[src/rtl/rot_pkg.sv]
`timescale 1ns/1ps
package rot_pkg;
  localparam int unsigned DATA_W = 8;
  localparam int unsigned MSB    = DATA_W - 1;
  localparam int unsigned SEL_W  = 3;

  typedef logic [DATA_W-1:0] dword_t;
  typedef logic [SEL_W-1:0]  sel_t;

  // select codes (opcode bits 5..3)
  localparam sel_t SEL_ROL_CIRC = 3'b000;
  localparam sel_t SEL_ROR_CIRC = 3'b001;
  localparam sel_t SEL_ROL_CARRY = 3'b010;

  // flag byte bit positions
  localparam int unsigned FL_C = 0;
  localparam int unsigned FL_N = 1;
  localparam int unsigned FL_P = 2;
  localparam int unsigned FL_H = 4;
  localparam int unsigned FL_Z = 6;
  localparam int unsigned FL_S = 7;
endpackage

[src/rtl/rot_shifter.sv]
`timescale 1ns/1ps
module rot_shifter
  import rot_pkg::*;
(
  input  dword_t opnd_i,
  input  logic   cin_i,
  input  sel_t   sel_i,
  output dword_t res_o,
  output logic   cout_o,
  output logic   valid_o
);
  dword_t lft, rgt;
  logic   fill_l;

  assign fill_l = (sel_i == SEL_ROL_CARRY) ? cin_i : opnd_i[MSB];

  for (genvar i = 0; i < DATA_W; i++) begin : g_bit
    if (i == 0) begin : g_lsb
      assign lft[i] = fill_l;
      assign rgt[i] = opnd_i[i+1];
    end else if (i == MSB) begin : g_msb
      assign lft[i] = opnd_i[i-1];
      assign rgt[i] = opnd_i[0];
    end else begin : g_mid
      assign lft[i] = opnd_i[i-1];
      assign rgt[i] = opnd_i[i+1];
    end
  end

  always_comb begin
    valid_o = 1'b1;
    res_o   = lft;
    cout_o  = opnd_i[MSB];
    unique case (sel_i)
      SEL_ROL_CIRC, SEL_ROL_CARRY: begin
        res_o  = lft;
        cout_o = opnd_i[MSB];
      end
      SEL_ROR_CIRC: begin
        res_o  = rgt;
        cout_o = opnd_i[0];
      end
      default: begin
        valid_o = 1'b0;
        res_o   = opnd_i;
        cout_o  = 1'b0;
      end
    endcase
  end
endmodule

[src/rtl/rot_flags.sv]
`timescale 1ns/1ps
module rot_flags
  import rot_pkg::*;
(
  input  dword_t res_i,
  input  logic   cout_i,
  output dword_t flags_o
);
  always_comb begin
    flags_o       = '0;
    flags_o[FL_S] = res_i[MSB];
    flags_o[FL_Z] = (res_i == '0);
    flags_o[FL_H] = 1'b0;
    flags_o[FL_P] = ~^res_i;  // even parity
    flags_o[FL_N] = 1'b0;
    flags_o[FL_C] = cout_i;
  end
endmodule

[src/rtl/rot_unit.sv]
`timescale 1ns/1ps
module rot_unit
  import rot_pkg::*;
(
  input  logic              clk_i,
  input  logic              rst_ni,
  input  logic              stb_i,
  input  logic [SEL_W-1:0]  sel_i,
  input  logic [DATA_W-1:0] opnd_i,
  input  logic              cin_i,
  output logic [DATA_W-1:0] res_o,
  output logic [DATA_W-1:0] flags_o
);
  dword_t nxt_res, nxt_flags, res_q, flags_q;
  logic   cout, op_valid;

  rot_shifter u_shift (
    .opnd_i (opnd_i),
    .cin_i  (cin_i),
    .sel_i  (sel_i),
    .res_o  (nxt_res),
    .cout_o (cout),
    .valid_o(op_valid)
  );

  rot_flags u_flags (
    .res_i  (nxt_res),
    .cout_i (cout),
    .flags_o(nxt_flags)
  );

  always_ff @(posedge clk_i or negedge rst_ni) begin
    if (!rst_ni) begin
      res_q   <= '0;
      flags_q <= '0;
    end else if (stb_i) begin
      res_q <= nxt_res;
      if (op_valid) flags_q <= nxt_flags;  // unsupported select keeps flags
    end
  end

  assign res_o   = res_q;
  assign flags_o = flags_q;
endmodule

[config.mk]
export PLATFORM = sky130hd
export DESIGN_NAME = rot_unit
export DESIGN_NICKNAME = d
export VERILOG_FILES = /design/src/rtl/rot_pkg.sv /design/src/rtl/rot_shifter.sv /design/src/rtl/rot_flags.sv /design/src/rtl/rot_unit.sv
export SDC_FILE = /design/constraint.sdc
export NUM_CORES = 1
export LEC_CHECK = 0
export ABC_AREA = 0
export BUFFER_PORTS_ARGS = -buffer_cell sky130_fd_sc_hd__buf_2
export CAP_MARGIN = 0
export CORE_UTILIZATION = 49
export DETAILED_ROUTE_END_ITERATION = 8
export PLACE_DENSITY = 0.87
export SLEW_MARGIN = 40
export SYNTH_ARGS = -nofsm -noshare
export SYNTH_HDL_FRONTEND = slang
export SYNTH_SLANG_ARGS = --single-unit
[constraint.sdc]
create_clock -name clk_i -period 1 [get_ports clk_i]
set_clock_uncertainty 0.1 [all_clocks]
set_input_delay 0.1 -clock clk_i [delete_from_list [all_inputs] [get_ports clk_i]]
set_output_delay 0.1 -clock clk_i [all_outputs]
set_load 0.01 [all_outputs]
==> results_tabular.tex <==
\begin{tabular}{lr}
\hline
Metric & Value \\
\hline
\multicolumn{2}{l}{\textbf{Run status}} \\
Result of the run & complete, but fails checks \\
Failing checks & setup timing \\
\multicolumn{2}{l}{\textbf{Global routing}} \\
Number of antenna violations at the first check in global routing & 0 \\
Number of global-route vias before repair & 866 \\
Global-route wire length before repair & 3.981 mm \\
Pin count of the biggest net entering global routing & 16 \\
Total global routing overflow & 0 \\
Overall global routing resource usage & 27.88\% \\
\multicolumn{2}{l}{\textbf{Setup path}} \\
Startpoint class of the critical path & input pin \\
Worst Path Max Fanout & 4 \\
Setup slack of the worst register-to-register path & approximately 0.020 ns \\
Crit path capture type & register \\
Worst path arrival time & 1.76 ns \\
Worst setup path category & input pin to register \\
CP Data Required Time & 1.07 ns \\
\multicolumn{2}{l}{\textbf{Place}} \\
Instance count after placement with tap cells included & between 150 and 200 \\
Hpwl dp & 1.640 mm \\
Pre-CTS WS & -1.071 ns \\
IO buf count & 26 \\
Post-DP Area & 1167 um\^{}2 \\
Final weighted congestion of routability-driven global placement & 0.8549 \\
\multicolumn{2}{l}{\textbf{Power and ir drop}} \\
Power share of the combinational group & 45.6\% \\
Switching share of power & 32.51\% \\
Power per unit of standard cell area & 1148 nW/um\^{}2 \\
Share of total power in the clock network & 18.7\% \\
Internal power contribution & 1.121 mW \\
Seq pwr share & 35.6\% \\
Net switching component of the power & about 0.54 mW \\
Leakage power total & 0.6803 nW \\
IR drop worst, VDD & 0.0008947 V \\
\multicolumn{2}{l}{\textbf{STA}} \\
Hold Violations, Final & 0 \\
Final period demand of the worst path & 1.690 ns \\
Hold slack final & 0.04321 ns \\
Final worst-path cycle share & 169.0\% \\
RSZ-0062 raised after global routing & true \\
Peak Freq & 591.6 MHz \\
Setup violators final & 11 \\
Final count of pins violating max slew & 0 \\
Setup slack after layout & -0.6903 ns \\
\multicolumn{2}{l}{\textbf{Synthesis}} \\
Most frequent cell after synthesis & sky130\_fd\_sc\_hd\_\_dfrtp\_1 \\
Ranking of synthesized cells by area & sky130\_fd\_sc\_hd\_\_dfrtp\_1 33\%, sky130\_fd\_sc\_hd\_\_a21oi\_2 6.8\%, sky130\_fd\_sc\_hd\_\_o21bai\_1 5.8\%, sky130\_fd\_sc\_hd\_\_o2bb2ai\_1 5.8\%, sky130\_fd\_sc\_hd\_\_or3b\_1 5.8\% \\
Synthesized instance count & 92 \\
Netlist Area Pre-Place & 903.4 um\^{}2 \\
Top\_reg\_cell synth & sky130\_fd\_sc\_hd\_\_dfrtp\_1 \\
Yosys warning count & 0 \\
Top cells by instance count after synthesis & 12 x sky130\_fd\_sc\_hd\_\_dfrtp\_1, 7 x sky130\_fd\_sc\_hd\_\_a21oi\_2, 7 x sky130\_fd\_sc\_hd\_\_o21bai\_1 \\
Share of async-settable or async-resettable flops after synthesis & 100.0\% \\
Count of unique library cells instantiated by Yosys & 29 \\
Sequential share of the synthesized area & $\sim$33\% \\
Post-synth top area share & 33.24\% \\
Post-synthesis register bit count & 12 \\
Number of flops mapped to enable cells by yosys & 0 \\
Synthesized area per cell & between 9 and 10 um\^{}2 \\
Largest area contributor in the synthesized netlist & sky130\_fd\_sc\_hd\_\_dfrtp\_1 \\
\multicolumn{2}{l}{\textbf{Routing}} \\
Routed vias/inst & 5.395 \\
Total vias in the final route & 928 \\
Post-DR wirelength/cell & 17.04 um \\
Starting DRC count in detailed routing & 14 \\
Final Routed Wirelength & approximately 3 mm \\
Final antenna-violating net count & 0 \\
First drt pass iteration count & 4 \\
DRC violations left & 0 \\
\multicolumn{2}{l}{\textbf{Finish}} \\
Ant. Diodes & 0 \\
Combined area of the multi-input logic cells & about 650 um\^{}2 \\
Nets@finish & between 150 and 200 \\
Total of fill cells in the finished design & about 100 \\
Syn-to-layout area delta & 60.25\% \\
Post-Layout Inst Area & 1448 um\^{}2 \\
Flip-flop and latch area & 300.3 um\^{}2 \\
Fraction of final layout cells with drive strength greater than 1 & 60.54\% \\
Post-layout instance count excluding filler cells & 172 \\
\multicolumn{2}{l}{\textbf{Floorplan}} \\
Die area & roughly 2000 um\^{}2 \\
Number of top-level pins & 31 \\
Core region area & 1727 um\^{}2 \\
Die Width & 44.94 um \\
Site Rows & 15 \\
Floorplan die height & 44.94 um \\
Effective utilization at floorplan & 52.32\% \\
\multicolumn{2}{l}{\textbf{CTS}} \\
Clock tree from TritonCTS & yes \\
Worst-Skew Late Latency & 0.28 ns \\
Clock Sink Count & 12 \\
Clock buffers created by TritonCTS & 3 \\
Worst-path clk slew & 0.08 ns \\
Deepest clock path buffer count & 2 \\
Max H-tree Level & 1 \\
Clock tree root buffer cell & sky130\_fd\_sc\_hd\_\_clkbuf\_4 \\
\multicolumn{2}{l}{\textbf{Min path}} \\
Hold Crit Class & input pin to register \\
\multicolumn{2}{l}{\textbf{Flow run}} \\
Max cap viols & 0 \\
\hline
\end{tabular}
## placed cells by master, fill, tap and decap left out, types with 3 or more instances in the layout
| cell | instances |
|---|---|
| sky130_fd_sc_hd__clkbuf_4 | 3 |
| sky130_fd_sc_hd__mux2i_1 | 4 |
| sky130_fd_sc_hd__buf_2 | 22 |
| sky130_fd_sc_hd__o21ai_0 | 4 |
| sky130_fd_sc_hd__or2_2 | 6 |
| sky130_fd_sc_hd__o21ai_1 | 4 |
| sky130_fd_sc_hd__inv_1 | 3 |
| sky130_fd_sc_hd__conb_1 | 4 |
| sky130_fd_sc_hd__or3b_4 | 3 |
| sky130_fd_sc_hd__buf_4 | 30 |
| sky130_fd_sc_hd__o2bb2ai_1 | 6 |
| sky130_fd_sc_hd__or3b_1 | 3 |
| sky130_fd_sc_hd__o21bai_4 | 4 |
| sky130_fd_sc_hd__a21oi_2 | 7 |
| sky130_fd_sc_hd__dfrtp_1 | 12 |
## path summary, 6_finish.rpt
kind                       cells past startpoint                    from                      to
max                                            8               opnd_i[2]  flags_o[2]$_DFFE_PN0P_
min                                            3               opnd_i[7]  flags_o[0]$_DFFE_PN0P_
max reg2reg                                    2  flags_o[2]$_DFFE_PN0P_  flags_o[2]$_DFFE_PN0P_
min reg2reg                                    1    res_o[3]$_DFFE_PN0P_    res_o[3]$_DFFE_PN0P_
max in group asynchronous                      2                  rst_ni    res_o[3]$_DFFE_PN0P_
min in group asynchronous                      2                  rst_ni    res_o[1]$_DFFE_PN0P_
## power by group through the flow
| stage | sequential [mW] | combinational [mW] | clock [mW] |
|---|---|---|---|
| finish | 0.592 | 0.758 | 0.311 |
| global route | 0.602 | 0.820 | 0.329 |
| CTS | 0.591 | 0.644 | 0.310 |
| detailed placement | 0.604 | 0.544 | 0 |
| global placement | 0.599 | 0.528 | 0 |
| floorplan | 0.638 | 0.296 | 0 |
## state kept, by name, summed over array words and instances (netlist names)
signal	cells
flags_o	4
res_o	8
## cells by family (layout without fill, tap and decap cells)
kind of cell,Yosys count,in the layout,share of synthesized area [%]
flops,12,12,33.24
mux,6,6,6.925
simple gates,23,23,17.18
other cells,1,4,0.4151
fa+ha+maj,4,4,5.540
xor+xnor,3,3,2.909
compound gates,31,31,25.62
buf+inv,12,64,8.172
## area by class of cell
cell class	count	area share, %
Clock buffer	3	1.556
Timing Repair Buffer	58	29.99
Inverter	3	0.7779
Multi-Input combinational cell	71	44.77
Sequential cell	12	20.74
Tap cell	25	2.161
## timing repair
| item | in CTS | in global routing |
|---|---|---|
| hold buffers | 2 | 0 |
| cloned | 1 | 0 |
| buffers inserted | 6 | 3 |
| pin swaps | 8 | 14 |
| hold endpoints to repair | 13 | 0 |
| setup endpoints to repair | 13 | 17 |
| resized for setup | 9 | 18 |
## worst max-delay path, cell delays in order
cell                       delay [ns]
sky130_fd_sc_hd__buf_2           0.13
sky130_fd_sc_hd__or3b_1          0.39
sky130_fd_sc_hd__a21oi_2         0.21
sky130_fd_sc_hd__o21bai_4        0.16
sky130_fd_sc_hd__ha_4            0.22
sky130_fd_sc_hd__xnor2_1         0.17
sky130_fd_sc_hd__xnor2_1         0.10
sky130_fd_sc_hd__mux2_4          0.28
## stage by stage
stage / setup TNS, ns / power [mW] / util [%]
after floorplan: -1.115 / 0.9341 / -
after global placement: -3.821 / 1.127 / 67.61
after detailed placement: -4.302 / 1.148 / 67.61
after CTS: -0.9577 / 1.545 / 76.23
after global routing: -1.583 / 1.751 / 83.84
final: -1.108 / 1.661 / 83.84
## routing by layer
layer  global-route usage, %  vias up  part of all wire, %
li1                        -      440                    -
met1                   33.84      440                   40
met2                   47.25       37                   53
met3                   4.400       11                  4.4
met4                   14.55        0                  2.8
met5                       0        -                    0
No activity file was read; power rests on OpenSTA's default activity.
